--- config.mk ---
export PLATFORM = sky130hd
export DESIGN_NAME = common_pedestal_sub
export DESIGN_NICKNAME = d
export VERILOG_FILES = /design/src/rtl/common_pedestal_sub.sv
export SDC_FILE = /design/constraint.sdc
export NUM_CORES = 1
export LEC_CHECK = 0
export BUFFER_PORTS_ARGS = -buffer_cell sky130_fd_sc_hd__buf_2
export CORE_MARGIN = 5
export CORE_UTILIZATION = 62
export DETAILED_ROUTE_END_ITERATION = 6
export HOLD_SLACK_MARGIN = 0.03
export PLACE_DENSITY = 0.87
export SYNTH_ARGS = -nofsm -noshare
export SYNTH_HDL_FRONTEND = slang
export SYNTH_SLANG_ARGS = --single-unit
--- constraint.sdc ---
create_clock -name clk -period 6.11 [get_ports clk]
set_input_delay 1.833 -clock clk [delete_from_list [all_inputs] [get_ports clk]]
set_output_delay 1.833 -clock clk [all_outputs]
set_load 0.005 [all_outputs]
--- src/rtl/common_pedestal_sub.sv ---
module common_pedestal_sub #(
  parameter int DW  = 12,
  parameter int CHW = 7
) (
  input  logic           clk,
  input  logic           rst_n,
  input  logic [DW-1:0]  in_data,
  input  logic           in_valid,
  input  logic [CHW-1:0] in_chan,
  input  logic           start,
  input  logic           mode_manual,
  input  logic [DW-1:0]  manual_ped,
  input  logic           sub_en,
  output logic [DW-1:0]  out_data,
  output logic           out_valid,
  output logic [DW-1:0]  ped_est,
  output logic           busy
);
  localparam int NCH = 1 << CHW;
  localparam int AW  = DW + CHW;

  typedef enum logic [1:0] {IDLE, ARM, ACC} st_t;

  st_t            st;
  logic [AW-1:0]  acc;
  logic [CHW-1:0] cnt;
  logic [DW-1:0]  ped_q;

  logic [AW-1:0]  sum_nx;
  logic           first_take;
  logic           last_take;

  assign sum_nx     = acc + AW'(in_data);
  assign first_take = (st == ARM) && in_valid && (in_chan == '0);
  assign last_take  = (st == ACC) && in_valid && (cnt == CHW'(NCH - 1));
  assign busy       = (st != IDLE);
  assign ped_est    = ped_q;

  always_ff @(posedge clk) begin
    if (!rst_n) begin
      st    <= IDLE;
      acc   <= '0;
      cnt   <= '0;
      ped_q <= '0;
    end else begin
      case (st)
        IDLE: if (start) st <= ARM;
        ARM: if (first_take) begin
          acc <= AW'(in_data);
          cnt <= CHW'(1);
          st  <= (NCH == 1) ? IDLE : ACC;
          if (NCH == 1) ped_q <= in_data;
        end
        ACC: if (in_valid) begin
          acc <= sum_nx;
          cnt <= cnt + 1'b1;
          if (last_take) begin
            ped_q <= sum_nx[AW-1:CHW];
            st    <= IDLE;
          end
        end
        default: st <= IDLE;
      endcase
    end
  end

  logic          v1, e1;
  logic [DW-1:0] d1, p1;

  always_ff @(posedge clk) begin
    if (!rst_n) begin
      v1 <= 1'b0;
      e1 <= 1'b0;
      d1 <= '0;
      p1 <= '0;
    end else begin
      v1 <= in_valid;
      if (in_valid) begin
        d1 <= in_data;
        e1 <= sub_en;
        p1 <= mode_manual ? manual_ped : ped_q;
      end
    end
  end

  logic [DW-1:0] diff;
  assign diff = (d1 > p1) ? (d1 - p1) : '0;

  always_ff @(posedge clk) begin
    if (!rst_n) begin
      out_valid <= 1'b0;
      out_data  <= '0;
    end else begin
      out_valid <= v1;
      if (v1) out_data <= e1 ? diff : d1;
    end
  end
endmodule

Yosys cells after proc, flatten, opt, wreduce, memory -nomap -nowiden --
Cells that the tools add are included.
Storage, ports and cells: input bits 37, output and inout port bits 26, logic and storage cells 46, register bits 79
Cells by class: equality and inequality tests 7, reduce and logical (&&, ||, !) cells 11, multiplexer cells 14, $add $sub $neg 3, magnitude comparators 1
Operator list (count):
- $mux W19 | 2
- $pmux W19 S2 | 1
- $mux W12 | 3
- $add A19 B12 Y19 | 1
- $mux W7 | 2
- $pmux W7 S2 | 1
- $gt A12 B12 Y1 | 1
- $sub A12 B12 Y12 | 1
- $mux W2 | 4
- $ne A2 B2 Y1 const B | 4
- $add A7 B1 Y7 const B | 1
- $eq A7 B7 Y1 const B | 1
- $logic_not A7 Y1 | 1
- $pmux W2 S3 | 1
- $reduce_and A3 Y1 | 2
- $logic_and A1 B1 Y1 | 4
- $reduce_and A4 Y1 | 1
- $reduce_bool A2 Y1 | 2
- $eq A2 B1 Y1 const B | 1
- $eq A2 B2 Y1 const B | 1
- $logic_not A2 Y1 | 1

Depth between registers and ports, before layout --
depth in word-level cells 6, mapped depth 11, depth with buffers taken out 10

Worst setup path before layout --
OpenSTA, ideal clock, no wires.
kind input -> register, from in in_data[0], to reg acc[16], slack 2.372 ns, required time 6.004 ns, buffers on the path 0, arrival 3.632 ns, stages 9, library setup time 0.106 ns, cells stage by stage ha_1 -> inv_1 -> fa_1 -> nand2b_1 -> a211oi_2 -> o21ba_2 -> o211ai_1 -> or4_1 -> o311ai_0
Between the ends: word-level cells in the longest chain between the ends 3
Ends and longest elaborated chain:
- start: declaration | RTL line 7 | input logic [DW-1:0] in_data,
- $add A19 B12 Y19 | RTL line 33 | assign sum_nx = acc + AW'(in_data);
- $mux W19 | RTL line 54 | ACC: if (in_valid) begin
- $pmux W19 S2 | RTL line 46 | case (st)
- end signal: assignment | RTL line 49 | acc <= AW'(in_data);
- end signal: assignment | RTL line 55 | acc <= sum_nx;
- end: declaration | RTL line 25 | logic [AW-1:0] acc;
No other way between the ends. The select of a mux whose other input is x is not followed. A chain may end at the register's enable or synchronous reset.

Final worst setup path --
from in in_valid, to reg acc[9]
Between the ends: word-level cells in the longest chain between the ends 4, elaborated cells between the ends (all ways) 5, those cells by class eq/ne (2); reduce/logical (3)
Ends and longest elaborated chain:
- start: declaration | RTL line 8 | input logic in_valid,
- $logic_and A1 B1 Y1 (2 in series) | RTL line 34 | assign first_take = (st == ARM) && in_valid && (in_chan == '0);
- $ne A2 B2 Y1 (no source line)
- $reduce_and A3 Y1 (no source line) *
Mark *: on every way between the ends. The rest lies on a longest branch, timed or not.

==> key figures <==
GRT
  • Met1 Usage GRT: 0.3319
  • First-pass GRT wire length: about 19000 um
  • GR Util All Layers: 0.2665
  • Number of global-route vias before repair: 4070
  • GR peak layer: met2
  • Antenna violations before repair: 0
  • Largest net degree at the start of global routing: 46
  • Met3 GRT Util: 0.05209
  • Grt ovf: 0
  • Met2 Resource Use GR: 0.4577

Synthesis
  • Async set-or-reset flop fraction in the synthesized netlist: 0
  • Main combinational cell family by area after synthesis: compound AO/OA/AOI/OAI gates
  • Mapped Area: 4529 sq um
  • Syn_nets: around 600
  • Synth Area in Simple Gates: 0.1859
  • Ys Warns: 0
  • Post-synth EDFFs: 0
  • Most common flop cell mapped by yosys: dfxtp_1
  • Xor/xnor share of the synthesized area: 0.04448
  • Sequential area share after synthesis: 0.3492
  • Synth Area in Adders: 0.07790
  • Multiplexer share of the synthesized area: 0.05746
  • Synth cell types: 58
  • Syn Area/Cell: 8.388 sq um
  • Seq cells post-synth: 79
  • Syn Inst Count: 540
  • Post-synthesis compound-gate area fraction: 0.2406

Routing
  • DRC Markers: 0
  • Via count: 4216
  • Vias per cell: around 6.1
  • DRT iter0 DRCs: 224
  • Routed len/inst: 16.84 um
  • Final ANT Viol Nets: 0
  • DR pass1 iterations: 4
  • Final wirelength: approximately 12000 um

Pwr
  • Pleak: 2.197 nW
  • PD cells: between 200 and 250 nW/um^2
  • Worst IR Drop VDD: about 140 uV
  • Total Power: 1.079 mW

Clock network
  • Cts repair resizes: 0
  • Postcts setup bufs: 0
  • CTS Buffer Depth: 2
  • CTS Sinks: 79
  • CTS tree: built
  • Post-cts hold buffer count: 0
  • CTS H-tree lvls: 3
  • Total CTS buffers: 9
  • Root Buffer: clkbuf_8
  • Clock Latency Late Sink: 0.36 ns
  • Clock Pin Slew Worst Setup and Hold Paths: approximately 0.080 ns

Layout
  • Multi-input gate area: about 2700 sq um
  • Final core occ: 0.7013
  • Antenna cell count: 0
  • Final Instance Area: between 5000 and 6000 sq um
  • FF/Latch Area: between 1500 and 2000 sq um
  • Fraction of layout cells with a size suffix above 1: 0.1492
  • Fillers: a little under 600
  • NumNets Final: around 650
  • Area growth from synthesis to layout: 11.11%
  • Post-Layout Cell Count: about 690

Floorplan
  • IO Count: 63
  • Die height: between 90 and 100 um
  • Die area: roughly 9100 sq um
  • Die X: about 95 um
  • Row count: 31
  • Starting Density: 0.6312
  • Core Box Area: 7176 sq um

Critical path
  • Worst reg-to-reg setup slack: roughly 3.2 ns
  • CP Capture Type: register
  • CP Data Required Time: 6.39 ns
  • Worst setup SP type: input pin
  • Data arrival, critical path: 4.23 ns
  • Worst Setup Path Type: input pin to register
  • Worst-path fanout max: 41

Run
  • Max-Cap Viols: 0

Timing
  • Unrepaired setup endpoints after global routing: false
  • Min cycle time layout: between 3 and 4 ns
  • F_max: 0.2534 GHz
  • Hold Vio Cnt, Final: 0
  • Post-Route Hold Slack: approximately 0.49 ns
  • Tcrit/Tclk final: 0.6459
  • Clk_skew: 0.009667 ns
  • Final Max Slew Viols: 0
  • Final setup fails: 0
  • Setup_tns: 0 ns
  • Slew headroom: 0.2976
  • Worst-Margin Slew: approximately 1.1 ns
  • Final worst slack: between 2 and 2.5 ns

Place
  • Placed Area: 4860 sq um
  • HPWL Detailed: around 8500 um
  • Pre-CTS setup slack: around 1.8 ns
  • RD Place Congestion: around 0.96
  • Dpl cells: between 600 and 700
  • Port-buffer cells: 62

Min path
  • Hold Crit Class: register to register

Run status
  • Status: completed
## synth_stat cells (2+ instances only)
| master | count | area share |
|---|---|---|
| a211oi_1 | 20 | 0.033 |
| or4_1 | 3 | 0.0050 |
| or3_1 | 3 | 0.0041 |
| and3_1 | 7 | 0.0097 |
| buf_2 | 5 | 0.0055 |
| o211ai_1 | 8 | 0.013 |
| a21oi_1 | 40 | 0.044 |
| o21bai_1 | 4 | 0.0066 |
| nor3_1 | 7 | 0.0077 |
| o311ai_0 | 2 | 0.0039 |
| nand2b_1 | 4 | 0.0055 |
| xor2_1 | 13 | 0.025 |
| mux2i_1 | 26 | 0.057 |
| or2_2 | 2 | 0.0028 |
| o211a_1 | 3 | 0.0066 |
| nor2b_1 | 4 | 0.0055 |
| o21ai_0 | 32 | 0.035 |
| and2_1 | 7 | 0.0097 |
| a21o_1 | 10 | 0.017 |
| inv_1 | 21 | 0.017 |
| a211o_1 | 2 | 0.0039 |
| fa_1 | 2 | 0.0088 |
| ha_1 | 25 | 0.069 |
| nand4b_1 | 3 | 0.0058 |
| nand4_1 | 14 | 0.019 |
| dfxtp_1 | 79 | 0.35 |
| clkbuf_1 | 21 | 0.017 |
| o31a_1 | 2 | 0.0039 |
| o21a_1 | 5 | 0.0083 |
| o22ai_1 | 2 | 0.0028 |
| o31ai_1 | 5 | 0.0083 |
| xnor2_1 | 10 | 0.019 |
| buf_1 | 4 | 0.0033 |
| a22oi_1 | 6 | 0.0099 |
| a311oi_1 | 4 | 0.0077 |
| nand3_1 | 15 | 0.017 |
| a31oi_1 | 7 | 0.0097 |
| o221ai_1 | 3 | 0.0058 |
| nor2_1 | 52 | 0.043 |
| nand2_1 | 40 | 0.033 |
## final cells by class
type | instances | share of cell area
clock buffer | 11 | 0.02810
sequential | 79 | 0.3143
tap | 99 | 0.02461
clock inverter | 5 | 0.006216
timing repair buffer | 64 | 0.06464
multi-input combinational | 409 | 0.5457
inverter | 22 | 0.01641
## flip-flops by register name (all words and copies together), names as in the netlist, 2 cells and up
signal	cells
acc	19
d1	12
out_data	12
p1	12
ped_est	12
cnt	7
st	2
## metal layers
layer,up-vias,part of all wire
met1,1995,0.43
met2,129,0.49
met4,0,0.015
met3,16,0.061
li1,2076,-
met5,-,0
## kinds of logic after synthesis
group                    Yosys count
AND/OR/NAND/NOR                  168
AO/OA/AOI/OAI                    165
flip-flops                        79
buffers and inverters             52
adder cells (fa/ha/maj)           27
multiplexers                      26
XOR/XNOR                          23
## worst max-delay path: stages
cell	delay [ns]
buf_2	0.63
nor4b_4	0.35
nand4b_2	0.19
nand2_1	0.74
and3_1	0.25
a21oi_1	0.05
a31oi_1	0.18
## path summary, 6_finish.rpt
| kind | from | end | cells after the start |
|---|---|---|---|
| worst min register to register | acc[1] | acc[1] | 2 |
| worst max-delay path | in_valid | acc[9] | 7 |
| worst min-delay path | acc[1] | acc[1] | 2 |
| worst max register to register | st[1] | acc[9] | 6 |
## power by group
group | switching (mW) | internal, mW | total, mW
clock | 0.199 | 0.158 | 0.357
combinational | 0.103 | 0.0766 | 0.180
sequential | 0.0116 | 0.530 | 0.542
total | 0.314 | 0.765 | 1.08
## layout by cell type (no fill, tap or decap), types with 6 or more instances in the layout
cell | Yosys | final
xor2_1 | 13 | 13
nand3_1 | 15 | 15
a31oi_1 | 7 | 7
inv_1 | 21 | 21
nand2_1 | 40 | 40
o21ai_0 | 32 | 32
clkbuf_8 | 0 | 10
nand4_1 | 14 | 14
a211oi_1 | 20 | 20
nor2_1 | 52 | 52
and2_1 | 7 | 7
buf_2 | 5 | 62
a22oi_1 | 6 | 6
dfxtp_1 | 79 | 79
xnor2_1 | 10 | 10
and3_1 | 7 | 7
o211ai_1 | 8 | 8
ha_1 | 25 | 25
mux2i_1 | 26 | 26
nor3_1 | 7 | 7
a21o_1 | 10 | 10
a21oi_1 | 40 | 40
(Power assumes the default switching activity.)
